===== src/rtl/irq_poll_pkg.sv =====
package irq_poll_pkg;
   localparam int unsigned NUM_SRC = 4;
   localparam int unsigned IDX_W   = $clog2(NUM_SRC);

   // fixed source positions; enable bits, poll strobes and grant index share them
   localparam int unsigned SRC_TMR3  = 0;
   localparam int unsigned SRC_TMR5  = 1;
   localparam int unsigned SRC_ADC   = 2;
   localparam int unsigned SRC_SHARE = 3;

   typedef logic [NUM_SRC-1:0] src_vec_t;
   typedef logic [IDX_W-1:0]   src_idx_t;

   typedef enum logic {
      SHARE_TMR4 = 1'b0,
      SHARE_SIO  = 1'b1
   } share_sel_e;
endpackage


===== src/rtl/irq_en_reg.sv =====
module irq_en_reg #(
   parameter int unsigned WIDTH      = 4,
   parameter bit          GATE_RDATA = 1'b1
) (
   input  logic             clk,
   input  logic             rst_n,
   input  logic             pwr_dn,
   input  logic             wr,
   input  logic [WIDTH-1:0] wdata,
   input  logic             rd,
   output logic [WIDTH-1:0] rdata,
   output logic [WIDTH-1:0] en_q
);
   localparam logic [WIDTH-1:0] EN_CLEAR = '0;

   generate
      if (WIDTH < 1) begin : g_bad_width
         $error("irq_en_reg: WIDTH must be at least 1");
      end
   endgenerate

   always_ff @(posedge clk) begin
      if (!rst_n)      en_q <= EN_CLEAR;
      else if (pwr_dn) en_q <= EN_CLEAR;
      else if (wr)     en_q <= wdata;
   end

   generate
      if (GATE_RDATA) begin : g_rd_gated
         always_comb rdata = rd ? en_q : EN_CLEAR;
      end else begin : g_rd_open
         logic unused_rd;
         always_comb begin
            rdata     = en_q;
            unused_rd = rd;
         end
      end
   endgenerate

   AST_PWRDN_CLEARS: assert property (@(posedge clk) disable iff (!rst_n)
      pwr_dn |=> (en_q == EN_CLEAR));
   AST_WRITE_LOADS: assert property (@(posedge clk) disable iff (!rst_n)
      (wr && !pwr_dn) |=> (en_q == $past(wdata)));
   AST_EN_HOLDS: assert property (@(posedge clk) disable iff (!rst_n)
      (!wr && !pwr_dn) |=> $stable(en_q));
endmodule


===== src/rtl/irq_flag_bank.sv =====
module irq_flag_bank #(
   parameter int unsigned NUM = 4
) (
   input  logic           clk,
   input  logic           rst_n,
   input  logic [NUM-1:0] set_vec,
   input  logic [NUM-1:0] clr_vec,
   output logic [NUM-1:0] flag_q
);
   generate
      if (NUM < 1) begin : g_bad_num
         $error("irq_flag_bank: NUM must be at least 1");
      end
      for (genvar g = 0; g < NUM; g++) begin : g_flag
         always_ff @(posedge clk) begin
            if (!rst_n)          flag_q[g] <= 1'b0;
            else if (set_vec[g]) flag_q[g] <= 1'b1;   // new event beats clear
            else if (clr_vec[g]) flag_q[g] <= 1'b0;
         end

         AST_SET_STICKS: assert property (@(posedge clk) disable iff (!rst_n)
            set_vec[g] |=> flag_q[g]);
         AST_CLEAR_TAKES: assert property (@(posedge clk) disable iff (!rst_n)
            (clr_vec[g] && !set_vec[g]) |=> !flag_q[g]);
         AST_FLAG_HOLDS: assert property (@(posedge clk) disable iff (!rst_n)
            (!clr_vec[g] && !set_vec[g]) |=> $stable(flag_q[g]));
      end
   endgenerate
endmodule


===== src/rtl/irq_prio_arb.sv =====
module irq_prio_arb #(
   parameter int unsigned NUM       = 4,
   parameter bit          LOW_FIRST = 1'b1
) (
   input  logic                   clk,
   input  logic                   rst_n,
   input  logic [NUM-1:0]         req_vec,
   output logic                   any_req,
   output logic [NUM-1:0]         grant,
   output logic [$clog2(NUM)-1:0] grant_idx
);
   localparam int unsigned IW = $clog2(NUM);

   generate
      if (NUM < 2) begin : g_bad_num
         $error("irq_prio_arb: NUM must be at least 2");
      end
      if (LOW_FIRST) begin : g_low_first
         always_comb begin
            grant     = '0;
            grant_idx = '0;
            for (int i = NUM - 1; i >= 0; i--) begin
               if (req_vec[i]) begin
                  grant     = '0;
                  grant[i]  = 1'b1;
                  grant_idx = IW'(i);
               end
            end
         end
      end else begin : g_high_first
         always_comb begin
            grant     = '0;
            grant_idx = '0;
            for (int i = 0; i < NUM; i++) begin
               if (req_vec[i]) begin
                  grant     = '0;
                  grant[i]  = 1'b1;
                  grant_idx = IW'(i);
               end
            end
         end
      end
   endgenerate

   always_comb any_req = |req_vec;

   AST_GRANT_ONEHOT: assert property (@(posedge clk) disable iff (!rst_n)
      $onehot0(grant));
   AST_GRANT_IFF_REQ: assert property (@(posedge clk) disable iff (!rst_n)
      any_req == (grant != '0));
   AST_GRANT_IN_REQ: assert property (@(posedge clk) disable iff (!rst_n)
      (grant & ~req_vec) == '0);
endmodule


===== src/rtl/irq_poll_unit.sv =====
module irq_poll_unit
   import irq_poll_pkg::*;
#(
   parameter bit PRIO_LOW_FIRST = 1'b1,
   parameter bit GATE_RDATA     = 1'b1
) (
   input  logic               clk,
   input  logic               rst_n,
   input  logic               pwr_dn,
   input  logic               tmr3_evt,
   input  logic               tmr5_evt,
   input  logic               adc_evt,
   input  logic               tmr4_evt,
   input  logic               sio_evt,
   input  logic               slot3_sel,
   input  logic               reg_wr,
   input  logic [NUM_SRC-1:0] reg_wdata,
   input  logic               reg_rd,
   output logic [NUM_SRC-1:0] reg_rdata,
   input  logic [NUM_SRC-1:0] poll_req,
   output logic               skip,
   output logic               irq_req,
   output logic [IDX_W-1:0]   irq_idx,
   input  logic               irq_ack
);
   src_vec_t en_q, flag_q, set_vec, clr_vec, poll_hit, ack_clr, grant, pend;
   share_sel_e share_sel;

   generate
      if (NUM_SRC != 4) begin : g_bad_cfg
         $error("irq_poll_unit: port set assumes four sources");
      end
   endgenerate

   // shared slot selection, fixed positions
   always_comb begin
      share_sel           = share_sel_e'(slot3_sel);
      set_vec             = '0;
      set_vec[SRC_TMR3]   = tmr3_evt;
      set_vec[SRC_TMR5]   = tmr5_evt;
      set_vec[SRC_ADC]    = adc_evt;
      set_vec[SRC_SHARE]  = (share_sel == SHARE_SIO) ? sio_evt : tmr4_evt;
   end

   // poll is live only for disabled sources
   always_comb begin
      poll_hit = poll_req & ~en_q & flag_q;
      skip     = |poll_hit;
      pend     = flag_q & en_q;
      ack_clr  = (irq_ack && irq_req) ? grant : '0;
      clr_vec  = poll_hit | ack_clr;
   end

   irq_en_reg #(
      .WIDTH      (NUM_SRC),
      .GATE_RDATA (GATE_RDATA)
   ) u_en (
      .clk   (clk),
      .rst_n (rst_n),
      .pwr_dn(pwr_dn),
      .wr    (reg_wr),
      .wdata (reg_wdata),
      .rd    (reg_rd),
      .rdata (reg_rdata),
      .en_q  (en_q)
   );

   irq_flag_bank #(.NUM(NUM_SRC)) u_flags (
      .clk    (clk),
      .rst_n  (rst_n),
      .set_vec(set_vec),
      .clr_vec(clr_vec),
      .flag_q (flag_q)
   );

   irq_prio_arb #(
      .NUM      (NUM_SRC),
      .LOW_FIRST(PRIO_LOW_FIRST)
   ) u_arb (
      .clk      (clk),
      .rst_n    (rst_n),
      .req_vec  (pend),
      .any_req  (irq_req),
      .grant    (grant),
      .grant_idx(irq_idx)
   );

   AST_SKIP_NEEDS_FLAG: assert property (@(posedge clk) disable iff (!rst_n)
      skip |-> (flag_q != '0));
   AST_POLL_CLEARS: assert property (@(posedge clk) disable iff (!rst_n)
      (skip && !irq_ack && set_vec == '0) |=> ($countones(flag_q) < $countones($past(flag_q))));
   AST_ACK_CLEARS: assert property (@(posedge clk) disable iff (!rst_n)
      (irq_ack && irq_req && set_vec == '0) |=> !flag_q[$past(irq_idx)]);
   AST_REQ_NEEDS_EN: assert property (@(posedge clk) disable iff (!rst_n)
      irq_req |-> (en_q != '0));
   AST_IDLE_QUIET: assert property (@(posedge clk) disable iff (!rst_n)
      (flag_q == '0) |-> (!irq_req && !skip));
endmodule


===== config.mk =====
export PLATFORM = sky130hd
export DESIGN_NAME = irq_poll_unit
export DESIGN_NICKNAME = d
export VERILOG_FILES = /design/src/rtl/irq_poll_pkg.sv /design/src/rtl/irq_en_reg.sv /design/src/rtl/irq_flag_bank.sv /design/src/rtl/irq_prio_arb.sv /design/src/rtl/irq_poll_unit.sv
export SDC_FILE = /design/constraint.sdc
export NUM_CORES = 1
export LEC_CHECK = 0
export BUFFER_PORTS_ARGS = -buffer_cell sky130_fd_sc_hd__clkbuf_2
export CAP_MARGIN = 0
export CELL_PAD_IN_SITES_DETAIL_PLACEMENT = 1
export CELL_PAD_IN_SITES_GLOBAL_PLACEMENT = 1
export CORE_UTILIZATION = 29
export CTS_BUF_LIST = sky130_fd_sc_hd__clkbuf_16
export DETAILED_ROUTE_END_ITERATION = 8
export GPL_TIMING_DRIVEN = 1
export PLACE_DENSITY = 0.81
export SKIP_CTS_REPAIR_TIMING = 1
export SLEW_MARGIN = 10
export SYNTH_ARGS = -nofsm -noshare
export SYNTH_HDL_FRONTEND = slang
export SYNTH_SLANG_ARGS = --single-unit

===== constraint.sdc =====
create_clock -name clk -period 2.54 [get_ports clk]
set_input_delay 0.381 -clock clk [delete_from_list [all_inputs] [get_ports clk]]
set_output_delay 0.381 -clock clk [all_outputs]
set_load 0.02 [all_outputs]

### Yosys cells after proc, flatten, opt, wreduce, memory -nomap -nowiden

Index checks and enable logic that the tools add are counted.

* mux-type cells: 19
* bitwise gates (word level): 6
* reductions and logical operators: 8

Operators by type and width (count)
* $mux W4: 6
* $and A4 B4 Y4: 3
* $mux W1: 9
* $mux W2: 4
* $reduce_bool A2 Y1: 4
* $reduce_or A4 Y1: 2
* $not A4 Y4: 1
* $or A4 B4 Y4: 1
* $reduce_or A2 Y1: 1
* $logic_and A1 B1 Y1: 1
* $not A1 Y1: 1

* register bits: 8
* input bits: 20
* output and inout bits: 8
* logic and storage cells: 38

### Logic depth before layout (Yosys ltp)

* word-level depth: 9
* depth in mapped cells: 3

### By module

From an unflattened synthesis, not the netlist that was laid out.

* cells, all modules: 58
* area, all modules: 513.0 sq um

Modules (own cells, without submodules)
* irq_en_reg: times used 1, cells an instance 18, area each 177.7 sq um, sequential area each 80.1 sq um
* irq_flag_bank: times used 1, cells an instance 12, area each 165.2 sq um, sequential area each 80.1 sq um
* irq_poll_unit: times used 1, cells an instance 18, area each 111.4 sq um, sequential area each 0.0 sq um
* irq_prio_arb: times used 1, cells an instance 10, area each 58.8 sq um, sequential area each 0.0 sq um

### Worst setup path before layout

OpenSTA, ideal clock, no wires.

* path kind: register to output
* from: register u_en.en_q[2]
* to: output port irq_idx[0]
* data arrival time: 0.970 ns
* data required time: 2.159 ns
* path slack: 1.189 ns
* cell stages (with the launch flop): 4
* path buffers: 0
* path through: dfxtp_1 -> nand2_1 -> nand3_1 -> a21boi_0

* word-level cells in the longest chain between the ends: 4

Ends and longest elaborated chain
* start, declared: line irq_en_reg.sv:12 `output logic [WIDTH-1:0] en_q`
* start signal, assigned: line irq_en_reg.sv:25 `else if (wr) en_q <= wdata;`
* $and A4 B4 Y4: line irq_poll_unit.sv:49 `pend = flag_q & en_q;`
* $mux W2 (3 in a row): line irq_prio_arb.sv:23 `if (req_vec[i]) begin`
* end, declared: line irq_poll_unit.sv:23 `output logic [IDX_W-1:0] irq_idx,`

No other way between the ends.

### Worst setup path in the final report

* from: register u_en.en_q[0]
* to: output port skip

* word-level cells in the longest chain between the ends: 4

Ends and longest elaborated chain
* $not A4 Y4: line irq_poll_unit.sv:47 `poll_hit = poll_req & ~en_q & flag_q;`
* $and A4 B4 Y4 (2 in a row): line irq_poll_unit.sv:47
* $reduce_or A4 Y1: line irq_poll_unit.sv:48 `skip = |poll_hit;`
* end, declared: line irq_poll_unit.sv:21 `output logic skip,`

No other way between the ends.

==> results.py <==
metrics = {
    "outcome": {
        "status": "finished, final reports clean",
    },
    "clock_tree": {
        "ctsHtreeMaxLevel": 1,
        "clock-sinks": 8,
        "clockBufferDepth": 2,
        "cts.clk_slew.worst_paths_ns": 0.04,
        "cts_made_buffers": 3,
        "cts-root-buf": "clkbuf_16",
        "cts_tree": "yes",
        "clk_latency_ns": 0.23,
    },
    "global_route": {
        "gr-usage-all-layers_pct": 19.64,
        "grt_pass1_vias": 409,
        "overflow": 0,
        "grt_max_degree": 7,
        "grt_pass1_wl_mm": 1.883,
        "grt_antenna_before_repair": 0,
    },
    "drt": {
        "routed_wl_mm": 1.274,
        "drt_first_pass_iters": 3,
        "dr_total_vias": 471,
        "via_per_inst": 4.906,
        "remaining_drc_errors": 0,
        "wl_per_cell_um": 13.27,
        "ant_nets": 0,
        "drt_iter0_drc": 4,
    },
    "pwr": {
        "p_leak_uw": 0.0003331,
        "vdd_ir_drop_max_uv": 414.1,
        "power_density_nw_per_um2": 692.9,
    },
    "setup_path": {
        "reg2reg_from": "u_en.en_q[0]",
        "path_max_fanout": 6,
        "slowest_stage": "dfxtp_1",
        "setup.worst_path.start": "u_en.en_q[0]",
        "critPathMaxStageDelay_ns": 0.43,
        "crit_chain": "nor2b_1, a22oi_1, o211ai_1, clkbuf_2",
        "endpoint_kind": "primary output",
        "arrival_ns": 1.26,
        "required_ns": 2.16,
        "start_kind": "flip-flop",
        "critical_path_class": "flip-flop to primary output",
    },
    "sta": {
        "fin_crit_sh_pct": 64.52,
        "setup_viol": 0,
        "worst_slack_ns": 0.9011,
        "rsz0062_at_grt": "no",
        "slew_headroom_pct": 83.72,
        "final.setup.tns_ns": 0,
        "fin_worst_hold_slack_ns": 0.3636,
        "drv_slew": 0,
        "tightest_slew_ns": 0.2428,
        "finClkSkew_ns": 0.0008873,
        "hold_violations": 0,
        "final.min_clock_period_ns": 1.639,
        "fmax_mhz": 610.2,
    },
    "logic_synthesis": {
        "netlist_area_um2": 442.9,
        "syn_avg_cell_area_um2": 8.518,
        "seq_area_frac_synth_pct": 36.16,
        "syn_inst": 52,
        "ys_ff_latch": 8,
        "yosys_warnings": 0,
        "synth.area.top_cells": "dfxtp_1 36%, mux2i_1 9.0%, and2_1 5.6%",
        "ys_types": 20,
        "synth.net_count": 72,
        "yosysTopAreaCellShare_pct": 36.16,
        "yosys.area.top_type": "dfxtp_1",
    },
    "finish": {
        "antenna_cells": 0,
        "fillers": 185,
        "stdcell_area_um2": 668.1,
        "final_nets": 103,
        "synthToLayoutAreaGrowth_pct": 50.85,
        "drive_above_1_share_pct": 38.27,
        "fin_util_pct": 48.90,
    },
    "run": {
        "maxCapViolCount": 0,
    },
    "die": {
        "floorplan.initialDensity_pct": 32.42,
        "num_rows": 13,
        "die-area_um2": 1688,
        "fp.dieW_um": 41.08,
        "top_level_ports": 28,
        "coreArea_um2": 1366,
        "die_h_um": 41.08,
    },
    "placement": {
        "post-place-ws_ns": 1.048,
        "port_buffers": 27,
        "place_congestion": 0.7461,
        "hpwlAfterDp_um": 982.9,
        "dpl-instance-area_um2": 593.1,
    },
    "min_path": {
        "hp-class": "input port to flip-flop",
        "min_from": "adc_evt",
    },
}
==> final timing paths <==
kind                                           to  slack (ns)  cells after the start
worst max-delay path                         skip        0.90                      4
worst max register to register  u_flags.flag_q[3]        1.44                      3
worst min register to register       u_en.en_q[2]        0.60                      2
worst min-delay path            u_flags.flag_q[2]        0.36                      2
==> placed cells by master, fill, tap and decap left out <==
| cell type | netlist | final |
|---|---|---|
| mux2_1 | 1 | 1 |
| a22oi_1 | 2 | 2 |
| and2_1 | 4 | 4 |
| a22oi_2 | 1 | 1 |
| clkbuf_2 | 0 | 27 |
| a311oi_1 | 2 | 2 |
| o311a_1 | 1 | 1 |
| mux2i_1 | 4 | 4 |
| nand2b_1 | 2 | 2 |
| o21a_1 | 3 | 3 |
| a21o_1 | 1 | 1 |
| nand3_1 | 1 | 1 |
| nor2_1 | 4 | 4 |
| a21boi_0 | 1 | 1 |
| dfxtp_1 | 8 | 8 |
| a211oi_1 | 1 | 1 |
| nand2_1 | 6 | 6 |
| clkbuf_16 | 0 | 3 |
| nor2b_1 | 4 | 4 |
| inv_1 | 4 | 4 |
| o211ai_1 | 1 | 1 |
==> synth_stat cells, drive strengths merged <==
| master | number |
|---|---|
| nor2 | 4 |
| o21a | 3 |
| nand2b | 2 |
| a311oi | 2 |
| a211oi | 1 |
| nand2 | 6 |
| inv | 4 |
| mux2 | 1 |
| a21boi | 1 |
| clkbuf | 1 |
| a21o | 1 |
| nor2b | 4 |
| mux2i | 4 |
| a22oi | 3 |
| o211ai | 1 |
| o311a | 1 |
| dfxtp | 8 |
| and2 | 4 |
| nand3 | 1 |
==> critical path: cells and delay by family, from the launching register on <==
kind	cells	cell delay, ns
AOI/OAI and AO/OA	2	0.34
DFF	1	0.43
and+or+nand+nor	1	0.09
buffers and inverters	1	0.17
==> flip-flops by register name, indices dropped and copies added, names as in the netlist <==
name,flops
u_flags.flag_q,4
u_en.en_q,4
==> layout make-up <==
class                   count  area, um^2  share of cell area, %
clock buffers               3       75.07                  11.24
multi-input cells          39       264.0                  39.51
repair buffers             27       135.1                  20.22
well taps                  15       18.77                  2.809
inverters                   4       15.01                  2.247
flip-flops and latches      8       160.2                  23.97
==> metrics by stage <==
step / total power, uW / std cells
3_3_place_gp: 197.2 / 93
4_1_cts: 468.0 / 96
2_1_floorplan: 172.7 / 52
3_5_place_dp: 199.0 / 93
6_report: 462.9 / 96
5_1_grt: 486.0 / 96
==> where the power goes <==
part	switching (uW)	internal, uW
Sequential	8.80	133
Clock	62.8	203
Combinational	26.7	28.5
==> layer usage <==
layer | vias to the layer above | track usage, % | part of all wire, %
met4 | 0 | 15.00 | 2.4
li1 | 241 | - | -
met5 | - | 0 | 0
met3 | 4 | 10.33 | 6.7
met2 | 19 | 27.73 | 47
met1 | 207 | 21.82 | 44
==> cell families (layout without fill, tap and decap cells) <==
logic type | after synthesis | count (layout) | synth area share, %
AO/OA/AOI/OAI | 13 | 13 | 24.30
flip-flops | 8 | 8 | 36.16
multiplexers | 5 | 5 | 11.58
buffers and inverters | 5 | 34 | 4.235
AND/OR/NAND/NOR | 21 | 21 | 23.72
Power figures use the tool's default switching activity.
